[config.mk]
export PLATFORM = sky130hd
export DESIGN_NAME = pc_link_unit
export DESIGN_NICKNAME = d
export VERILOG_FILES = /design/src/rtl/pcl_pkg.sv /design/src/rtl/pcl_rst_sync.sv /design/src/rtl/pcl_arbiter.sv /design/src/rtl/pcl_target.sv /design/src/rtl/pcl_shadow.sv /design/src/rtl/pc_link_unit.sv
export SDC_FILE = /design/constraint.sdc
export NUM_CORES = 1
export LEC_CHECK = 0
export CORE_MARGIN = 4
export CORE_UTILIZATION = 58
export DETAILED_ROUTE_END_ITERATION = 16
export MAX_ROUTING_LAYER = met4
export PLACE_DENSITY = 0.86
export SLEW_MARGIN = 0
export SYNTH_ARGS = -nofsm -noshare
export SYNTH_HDL_FRONTEND = slang
export SYNTH_HIERARCHICAL = 1
export SYNTH_SLANG_ARGS = --single-unit
[constraint.sdc]
create_clock -name clk -period 9 [get_ports clk]
set_clock_uncertainty 0.1 [all_clocks]
set_input_delay 1.8 -clock clk [delete_from_list [all_inputs] [get_ports clk]]
set_output_delay 1.8 -clock clk [all_outputs]
set_load 0.02 [all_outputs]
[src/rtl/pcl_pkg.sv]
package pcl_pkg;

  typedef enum logic [2:0] {
    SEL_HOLD,
    SEL_INC,
    SEL_REL,
    SEL_ABS,
    SEL_CALL,
    SEL_RET
  } pcl_sel_e;

endpackage

[src/rtl/pcl_rst_sync.sv]
module pcl_rst_sync #(
  parameter int STAGES = 2
) (
  input  logic clk,
  input  logic rst_n,
  output logic rst_sync_n
);

  logic [STAGES-1:0] sync_q;

  always_ff @(posedge clk or negedge rst_n) begin
    if (!rst_n) sync_q <= '0;
    else        sync_q <= {sync_q[STAGES-2:0], 1'b1};
  end

  assign rst_sync_n = sync_q[STAGES-1];

endmodule

[src/rtl/pcl_arbiter.sv]
module pcl_arbiter
  import pcl_pkg::*;
(
  input  logic     fetch_en,
  input  logic     br_taken,
  input  logic     ret_req,
  input  logic     call_req,
  input  logic     abs_req,
  input  logic     rel_req,
  output pcl_sel_e sel,
  output logic     redirect
);

  always_comb begin
    if (ret_req)                   sel = SEL_RET;
    else if (br_taken && call_req) sel = SEL_CALL;
    else if (br_taken && abs_req)  sel = SEL_ABS;
    else if (br_taken && rel_req)  sel = SEL_REL;
    else if (fetch_en)             sel = SEL_INC;
    else                           sel = SEL_HOLD;
  end

  assign redirect = (sel == SEL_RET) || (sel == SEL_CALL) ||
                    (sel == SEL_ABS) || (sel == SEL_REL);

endmodule

[src/rtl/pcl_target.sv]
module pcl_target
  import pcl_pkg::*;
#(
  parameter int ADDR_W     = 32,
  parameter int OFS_W      = 24,
  parameter int INSN_BYTES = 4
) (
  input  pcl_sel_e            sel,
  input  logic [ADDR_W-1:0]   cur_pc,
  input  logic [ADDR_W-1:0]   cur_link,
  input  logic [ADDR_W-1:0]   target,
  input  logic [OFS_W-1:0]    rel_ofs,
  input  logic [ADDR_W-1:0]   read_pc,
  input  logic [ADDR_W-1:0]   exe_pc,
  output logic [ADDR_W-1:0]   nxt_pc,
  output logic                link_we,
  output logic [ADDR_W-1:0]   link_val
);

  localparam int ALIGN_LSB = $clog2(INSN_BYTES);
  localparam logic [ADDR_W-1:0] STEP = ADDR_W'(INSN_BYTES);
  localparam logic [ADDR_W-1:0] ALIGN_MASK = ~(ADDR_W'(INSN_BYTES) - ADDR_W'(1));

  logic [ADDR_W-1:0] ofs_ext;
  logic [ADDR_W-1:0] ofs_bytes;
  logic [ADDR_W-1:0] raw_pc;

  assign ofs_ext   = {{(ADDR_W-OFS_W){rel_ofs[OFS_W-1]}}, rel_ofs};
  assign ofs_bytes = ofs_ext << ALIGN_LSB;

  always_comb begin
    unique case (sel)
      SEL_INC:  raw_pc = cur_pc + STEP;
      SEL_REL:  raw_pc = read_pc + ofs_bytes;
      SEL_ABS:  raw_pc = target;
      SEL_CALL: raw_pc = target;
      SEL_RET:  raw_pc = cur_link;
      default:  raw_pc = cur_pc;
    endcase
  end

  assign nxt_pc   = raw_pc & ALIGN_MASK;
  assign link_we  = (sel == SEL_CALL);
  assign link_val = (exe_pc + STEP) & ALIGN_MASK;

endmodule

[src/rtl/pcl_shadow.sv]
module pcl_shadow #(
  parameter int ADDR_W = 32,
  parameter int DEPTH  = 2
) (
  input  logic              clk,
  input  logic              rst_n,
  input  logic              step,
  input  logic              flush,
  input  logic [ADDR_W-1:0] in_addr,
  output logic [ADDR_W-1:0] out_addr,
  output logic              out_valid
);

  logic [DEPTH-1:0][ADDR_W-1:0] addr_q, addr_d;
  logic [DEPTH-1:0]             vld_q, vld_d;
  logic                         en;

  assign en = step | flush;

  always_comb begin
    addr_d = addr_q;
    vld_d  = vld_q;
    if (flush) begin
      vld_d = '0;
    end else if (step) begin
      addr_d[0] = in_addr;
      vld_d[0]  = 1'b1;
      for (int i = 1; i < DEPTH; i++) begin
        addr_d[i] = addr_q[i-1];
        vld_d[i]  = vld_q[i-1];
      end
    end
  end

  always_ff @(posedge clk or negedge rst_n) begin
    if (!rst_n) begin
      addr_q <= '0;
      vld_q  <= '0;
    end else if (en) begin
      addr_q <= addr_d;
      vld_q  <= vld_d;
    end
  end

  assign out_addr  = addr_q[DEPTH-1];
  assign out_valid = vld_q[DEPTH-1];

endmodule

[src/rtl/pc_link_unit.sv]
module pc_link_unit
  import pcl_pkg::*;
#(
  parameter int ADDR_W      = 32,
  parameter int OFS_W       = 24,
  parameter int INSN_BYTES  = 4,
  parameter int AHEAD       = 2,
  parameter int SYNC_STAGES = 2
) (
  input  logic              clk,
  input  logic              rst_n,
  input  logic              fetch_en,
  input  logic              br_taken,
  input  logic              abs_req,
  input  logic              rel_req,
  input  logic              call_req,
  input  logic              ret_req,
  input  logic [ADDR_W-1:0] target_addr,
  input  logic [OFS_W-1:0]  rel_ofs,
  output logic [ADDR_W-1:0] fetch_addr,
  output logic [ADDR_W-1:0] link_addr,
  output logic [ADDR_W-1:0] exe_addr,
  output logic              exe_valid,
  output logic [ADDR_W-1:0] pc_read
);

  localparam logic [ADDR_W-1:0] READ_AHEAD = ADDR_W'(AHEAD * INSN_BYTES);

  logic              rst_q_n;
  pcl_sel_e          sel;
  logic              redirect;
  logic [ADDR_W-1:0] pc_q, pc_d;
  logic [ADDR_W-1:0] link_q, link_d;
  logic              link_we;
  logic [ADDR_W-1:0] link_val;
  logic              pc_en;

  pcl_rst_sync #(.STAGES(SYNC_STAGES)) u_rst (
    .clk        (clk),
    .rst_n      (rst_n),
    .rst_sync_n (rst_q_n)
  );

  pcl_arbiter u_arb (
    .fetch_en (fetch_en),
    .br_taken (br_taken),
    .ret_req  (ret_req),
    .call_req (call_req),
    .abs_req  (abs_req),
    .rel_req  (rel_req),
    .sel      (sel),
    .redirect (redirect)
  );

  pcl_target #(
    .ADDR_W     (ADDR_W),
    .OFS_W      (OFS_W),
    .INSN_BYTES (INSN_BYTES)
  ) u_tgt (
    .sel      (sel),
    .cur_pc   (pc_q),
    .cur_link (link_q),
    .target   (target_addr),
    .rel_ofs  (rel_ofs),
    .read_pc  (pc_read),
    .exe_pc   (exe_addr),
    .nxt_pc   (pc_d),
    .link_we  (link_we),
    .link_val (link_val)
  );

  pcl_shadow #(
    .ADDR_W (ADDR_W),
    .DEPTH  (AHEAD)
  ) u_shadow (
    .clk       (clk),
    .rst_n     (rst_q_n),
    .step      (sel == SEL_INC),
    .flush     (redirect),
    .in_addr   (pc_q),
    .out_addr  (exe_addr),
    .out_valid (exe_valid)
  );

  assign pc_en  = (sel != SEL_HOLD);
  assign link_d = link_we ? link_val : link_q;

  always_ff @(posedge clk or negedge rst_q_n) begin
    if (!rst_q_n) begin
      pc_q <= '0;
    end else if (pc_en) begin
      pc_q <= pc_d;
    end
  end

  always_ff @(posedge clk or negedge rst_q_n) begin
    if (!rst_q_n) begin
      link_q <= '0;
    end else if (link_we) begin
      link_q <= link_d;
    end
  end

  assign fetch_addr = pc_q;
  assign link_addr  = link_q;
  assign pc_read    = exe_addr + READ_AHEAD;

endmodule

# ---- After elaboration in Yosys (flattened, before gate mapping)
# Cells that the tools add are included.
dict set report word_totals {
  elab_cells 38
  regBits 124
  output_inout_bits 129
}
dict set report op_classes {
  n_reduce_logical 13
  bitwise 2
  mux 8
  n_addsub 4
  eq_ne 5
}
# operator n
set ops {}
lappend ops {{$pmux W32 S4} 1}
lappend ops {{$add A32 B3 Y32 const B} 2}
lappend ops {{$add A32 B32 Y32} 1}
lappend ops {{$add A32 B4 Y32 const B} 1}
lappend ops {{$mux W3} 4}
lappend ops {{$eq A3 B2 Y1 const B} 2}
lappend ops {{$eq A3 B3 Y1 const B} 2}
lappend ops {{$mux W2} 2}
lappend ops {{$reduce_and A2 Y1} 2}
lappend ops {{$reduce_bool A4 Y1} 1}
lappend ops {{$eq A3 B1 Y1 const B} 1}
lappend ops {{$logic_and A1 B1 Y1} 3}
lappend ops {{$logic_or A1 B1 Y1} 3}
lappend ops {{$reduce_and A3 Y1} 1}
lappend ops {{$reduce_bool A3 Y1} 1}
lappend ops {{$reduce_bool A2 Y1} 1}
lappend ops {{$reduce_or A2 Y1} 1}
lappend ops {{$mux W1} 1}
lappend ops {{$not A1 Y1} 1}
lappend ops {{$or A1 B1 Y1} 1}

# ---- Depth between registers and ports, before layout
dict set report depth {
  word_depth 11
  mapped_depth 18
  ltp_nobuf 16
}

# ---- Modules after synthesis
# The synthesis kept the hierarchy.
# mod cells_each n_inst area_per_inst_um2
set by_module_without_submodules {}
lappend by_module_without_submodules {pcl_target 619 1 3962.6}
lappend by_module_without_submodules {pcl_shadow 174 1 3012.9}
lappend by_module_without_submodules {pc_link_unit 219 1 2944.1}
lappend by_module_without_submodules {pcl_arbiter 10 1 62.6}
lappend by_module_without_submodules {pcl_rst_sync 3 1 53.8}

# ---- Worst setup path after synthesis
# OpenSTA, ideal clock, no wires.
dict set report synth_timing {
  kind {input to register}
  start {input port rel_ofs[0]}
  end {register pc_q[22], in the netlist fetch_addr[22]}
  path_slack_ns 4.632
  path_buffers 0
  arrival_time_ns 4.143
  required_time_ns 8.775
  path_stages 12
  cell_sequence {ha_1 -> fa_1 -> a21oi_1 -> o21ai_1 -> a211oi_1 -> a211oi_1 -> nor3_2 -> mux2i_1 -> o21ai_1 -> a221oi_1 -> nor2_1 -> mux2_2}
}
dict set report synth_between {
  elab_chain_cells 2
}
# element line
set synth_rtl {}
lappend synth_rtl {{start, declared} pc_link_unit.sv:19} ;# input logic [OFS_W-1:0] rel_ofs,
lappend synth_rtl {{$add A32 B32 Y32} pcl_target.sv:34} ;# SEL_REL: raw_pc = read_pc + ofs_bytes;
lappend synth_rtl {{$pmux W32 S4} pcl_target.sv:32} ;# unique case (sel)
lappend synth_rtl {{net pc_d[22]} pc_link_unit.sv:32} ;# logic [ADDR_W-1:0] pc_q, pc_d;
lappend synth_rtl {{end signal, assigned} pc_link_unit.sv:92} ;# pc_q <= pc_d;
lappend synth_rtl {{end, declared} pc_link_unit.sv:32}
# The timed path passes the listed nets, and every way through them passes these cells.
# A chain may end at the register's enable or synchronous reset.

# ---- Worst setup path after layout
dict set report layout_timing {
  start {input port call_req}
  end {register pc_q[5], in the netlist fetch_addr[5]}
}
dict set report layout_between {
  word_cells_on_any_way 13
  cone_classes {5 x eq/ne; 3 x mux; 5 x reduce/logical}
}
# element line
set layout_lines {}
lappend layout_lines {{start, declared} pc_link_unit.sv:16} ;# input logic call_req,
lappend layout_lines {{$logic_and A1 B1 Y1 *} pcl_arbiter.sv:16} ;# else if (br_taken && call_req) sel = SEL_CALL;
lappend layout_lines {{$mux W3 *} pcl_arbiter.sv:16}
lappend layout_lines {{$mux W3 *} pcl_arbiter.sv:15} ;# if (ret_req) sel = SEL_RET;
lappend layout_lines {{net sel[2]} pc_link_unit.sv:30} ;# pcl_sel_e sel;
lappend layout_lines {{$eq A3 B3 Y1 / $eq A3 B2 Y1 (equally long branches)} pcl_target.sv:32}
lappend layout_lines {{$reduce_or A2 Y1 (no line)} n/a}
lappend layout_lines {{$pmux W32 S4 *} pcl_target.sv:32}
lappend layout_lines {{net pc_d[5]} pc_link_unit.sv:32}
# The timed path passes the listed nets; every way through them passes the cells marked *.

==> reports/results.md <==
| Parameter | Value |
| --- | --- |
| Count of endpoints failing hold in the final timing report | 0 |
| Power per cell area | 332 mW/mm² |
| Highest attainable clock frequency | 187 MHz |
| DRC viols | 0 |
| Type of the worst setup path | in -> reg |
| Count of boundary I/O pins | 193 |
| Transition at the pin with the smallest max-transition slack | 1.12 ns |
| Per-instance average area after synthesis | 9.79 µm² |
| Count of instances resized after the clock tree is built | 0 |
| Max VDD drop | 0.000226 V |
| Global route total overflow | 0 |
| Endpoint type of the worst setup path | flop |
| Number of nets in the layout | 1258 |
| Filler Cells Inserted | 1239 |
| Number of enable-type register cells in the synthesized netlist | 0 |
| Total negative slack | 0 ns |
| Hold buffers post-CTS | 0 |
| Via-to-Cell Ratio | 6.22 |
| Fraction of final layout cells sized beyond drive strength 1 | 17.0% |
| Placed wire-length estimate | 20500 µm |
| CP required | 9.20 ns |
| Vias in the first global route | 8379 |
| Cell area after placement | 0.0117 mm² |
| Top post-synthesis cells by area | dfrtp_1 33%, mux2_4 9.0%, mux2_2 8.3% |
| Buffers inserted by post-CTS timing repair | 0 |
| Insertion delay of the later-clocked pin in the worst-skew pair | 0.43 ns |
| Synthesized instance count | 1025 |
| Relative slew slack | 24.9% |
| First-pass GRT wire length | 45800 µm |
| Vias after detailed routing | 8681 |
| Run status | finished clean |
| Final worst path period share | 59.4% |
| Count of max-cap constraint violations | 0 |
| Detailed-router iteration count before antenna repair | 6 |
| Async set-reset flop share out of synthesis | 100% |
| Post-synthesis cell area | 0.0100 mm² |
| Setup repair after global routing missed its margin | no |
| Number of antenna violations at the first check in global routing | 1 |
| Min setup slack post-route | 3.66 ns |
| Dominant register cell in the synthesized netlist | dfrtp_1 |
| Part of the Yosys area used for sequential elements | 32.9% |
| Count of distinct cell types in the synthesized netlist | 73 |
| Sequential Area | 0.00331 mm² |
| Setup violations, final | 0 |
| Final GP Congestion | 0.936 |
| Wire length per cell | 20.9 µm |
| Slew Viols, Final | 0 |
| Post-layout minimum cycle time | 5.34 ns |
| Critical path data arrival time | 5.54 ns |
| Effective utilization at floorplan | 59.9% |
| Maximum net fanout on the critical path | 44 |
| Placeable core area | 0.0168 mm² |
| Cell leakage power | 5.29 nW |
| Die Area | 0.0195 mm² |
| Register clock-pin slew on the reported worst setup and hold paths | 0.07 ns |
| Pre-CTS worst setup slack | 3.47 ns |
| Chip Width | 140 µm |
| Register bit total from synthesis | 132 |
| Die height | 140 µm |
| Max H-tree Level | 4 |
| Sink count of the clock tree | 132 |
| Area leader, netlist | dfrtp_1 |
| Class of the most critical hold timing path | reg -> reg |
| Synth-to-Final Area Change | 22.6% |
| Area of the multi-input gates | 0.00611 mm² |
| Total wire length | 29100 µm |
| Number of CTS-inserted buffers | 17 |
| Post-route standard cell area excluding fillers | 0.0123 mm² |
| Post-layout util | 73.4% |
| Clock Tree Root | clkbuf_16 |
| Global-route usage over all layers | 30.1% |
| Largest net degree at the start of global routing | 71 |
| Remaining number of nets flagged by the antenna check after routing | 0 |
| Violation count after the first detailed-route iteration | 1031 |
| CP startpoint kind | input port |
| Fraction of synthesized cell area taken by the top area cell type | 32.9% |
| TritonCTS clock tree | done |
| Maximum root-to-sink buffer count | 2 |
| Number of synthesis warnings | 6 |
| Number of port buffers | 190 |
| Count of standard-cell rows | 47 |
-- power breakdown --
part	switching [mW]	internal [mW]
logic	1.08	1.11
clock network	0.284	0.382
registers	0.405	0.832
total	1.77	2.32
-- routing by layer --
metal / part of all wire [%] / up-vias / global-route usage (%)
met5: 0 / - / -
met4: 2.4 / 0 / 9.94
met3: 8.3 / 55 / 5.63
met2: 47 / 478 / 46.1
met1: 42 / 4224 / 40.7
li1: - / 3924 / -
-- sequential cells by signal, summed over array words and instances, names as in the netlist --
register / flops
fetch_addr: 32
link_addr: 32
u_rst/sync_q: 2
u_shadow/addr_q: 32
u_shadow/out_addr: 32
u_shadow/vld_q: 2
-- cell usage in the layout (no fill, tap or decap), types with 5 or more instances in the layout --
cell type	n
clkdlybuf4s50_1	190
dfrtp_1	131
nor2_1	83
mux2_2	74
nand2_1	64
mux2_4	60
xnor2_1	59
a21oi_1	59
nand3_1	43
o21ai_0	37
xor2_1	35
ha_1	32
inv_1	22
mux2i_1	21
and3_1	20
nand4_1	19
clkbuf_16	17
nor3_1	16
a21o_1	14
o22ai_1	13
a22oi_1	11
nor2b_1	10
a211oi_1	9
buf_4	8
nand2b_1	8
o21a_1	8
o211ai_1	7
conb_1	5
o21ai_1	5
a221oi_1	5
o221ai_1	5
-- area by class of cell --
type | count | share of cell area [%]
Timing Repair Buffer | 198 | 15.9
Antenna cell | 1 | 0.0203
Clock buffer | 18 | 3.49
Sequential cell | 132 | 26.9
Tap cell | 220 | 2.24
Multi-Input combinational cell | 789 | 49.7
Clock inverter | 14 | 1.05
Inverter | 23 | 0.702
-- cell usage after synthesis, types with 4 or more instances --
| cell | instances |
|---|---|
| a211oi_1 | 9 |
| a21o_1 | 14 |
| a21oi_1 | 59 |
| a221oi_1 | 5 |
| a22oi_1 | 11 |
| a31oi_1 | 4 |
| and2_1 | 4 |
| and3_1 | 20 |
| buf_1 | 9 |
| buf_12 | 7 |
| buf_2 | 4 |
| buf_4 | 39 |
| clkbuf_1 | 25 |
| dfrtp_1 | 132 |
| ha_1 | 32 |
| inv_1 | 22 |
| mux2_2 | 74 |
| mux2_4 | 60 |
| mux2i_1 | 21 |
| nand2_1 | 64 |
| nand2b_1 | 8 |
| nand3_1 | 43 |
| nand4_1 | 19 |
| nor2_1 | 84 |
| nor2b_1 | 10 |
| nor3_1 | 17 |
| o211ai_1 | 7 |
| o21a_1 | 8 |
| o21ai_0 | 38 |
| o21ai_1 | 5 |
| o221ai_1 | 5 |
| o22ai_1 | 13 |
| xnor2_1 | 59 |
| xor2_1 | 35 |
-- stage by stage --
stage | power [mW] | std cells | hold WS [ns]
floorplan | 2.61 | 1028 | 0.231
global placement | 3.33 | 1362 | 0.236
detailed placement | 3.38 | 1362 | 0.236
CTS | 4.07 | 1394 | 0.252
global route | 4.30 | 1395 | 0.254
finish | 4.09 | 1395 | 0.253
-- worst paths after layout --
kind                       cells past startpoint  slack (ns)                  from               endpoint
setup / recovery                               8        3.66              call_req          fetch_addr[5]
hold / removal                                 0        0.25       u_rst/sync_q[0]        u_rst/sync_q[1]
setup reg to reg                              15        3.93  u_shadow/out_addr[3]         fetch_addr[31]
hold reg to reg                                0        0.25       u_rst/sync_q[0]        u_rst/sync_q[1]
max in group asynchronous                      1        7.04       u_rst/sync_q[1]  u_shadow/out_addr[24]
min in group asynchronous                      0        0.32       u_rst/sync_q[1]     u_shadow/addr_q[7]
-- worst max-delay path, cell delays in order --
cell	delay, ns
clkdlybuf4s50_1	0.62
a21o_2	0.75
nor3_1	0.29
a21oi_1	0.83
o21ai_0	0.28
a221oi_1	0.43
o211ai_1	0.18
mux2_2	0.33
-- cells by family (layout without fill, tap and decap cells) --
family                     Yosys count  count (layout)  synth area share (%)
and+or+nand+nor                    294             294                  14.8
buffers and inverters              107             253                  6.64
DFF                                132             132                  32.9
muxes                              156             156                  19.6
adders and majority gates           33              33                  4.19
AOI/OAI and AO/OA                  207             207                  13.6
other                                2               6                0.0748
xor gates and xnor gates            94              94                  8.20
(Power assumes the default switching activity.)
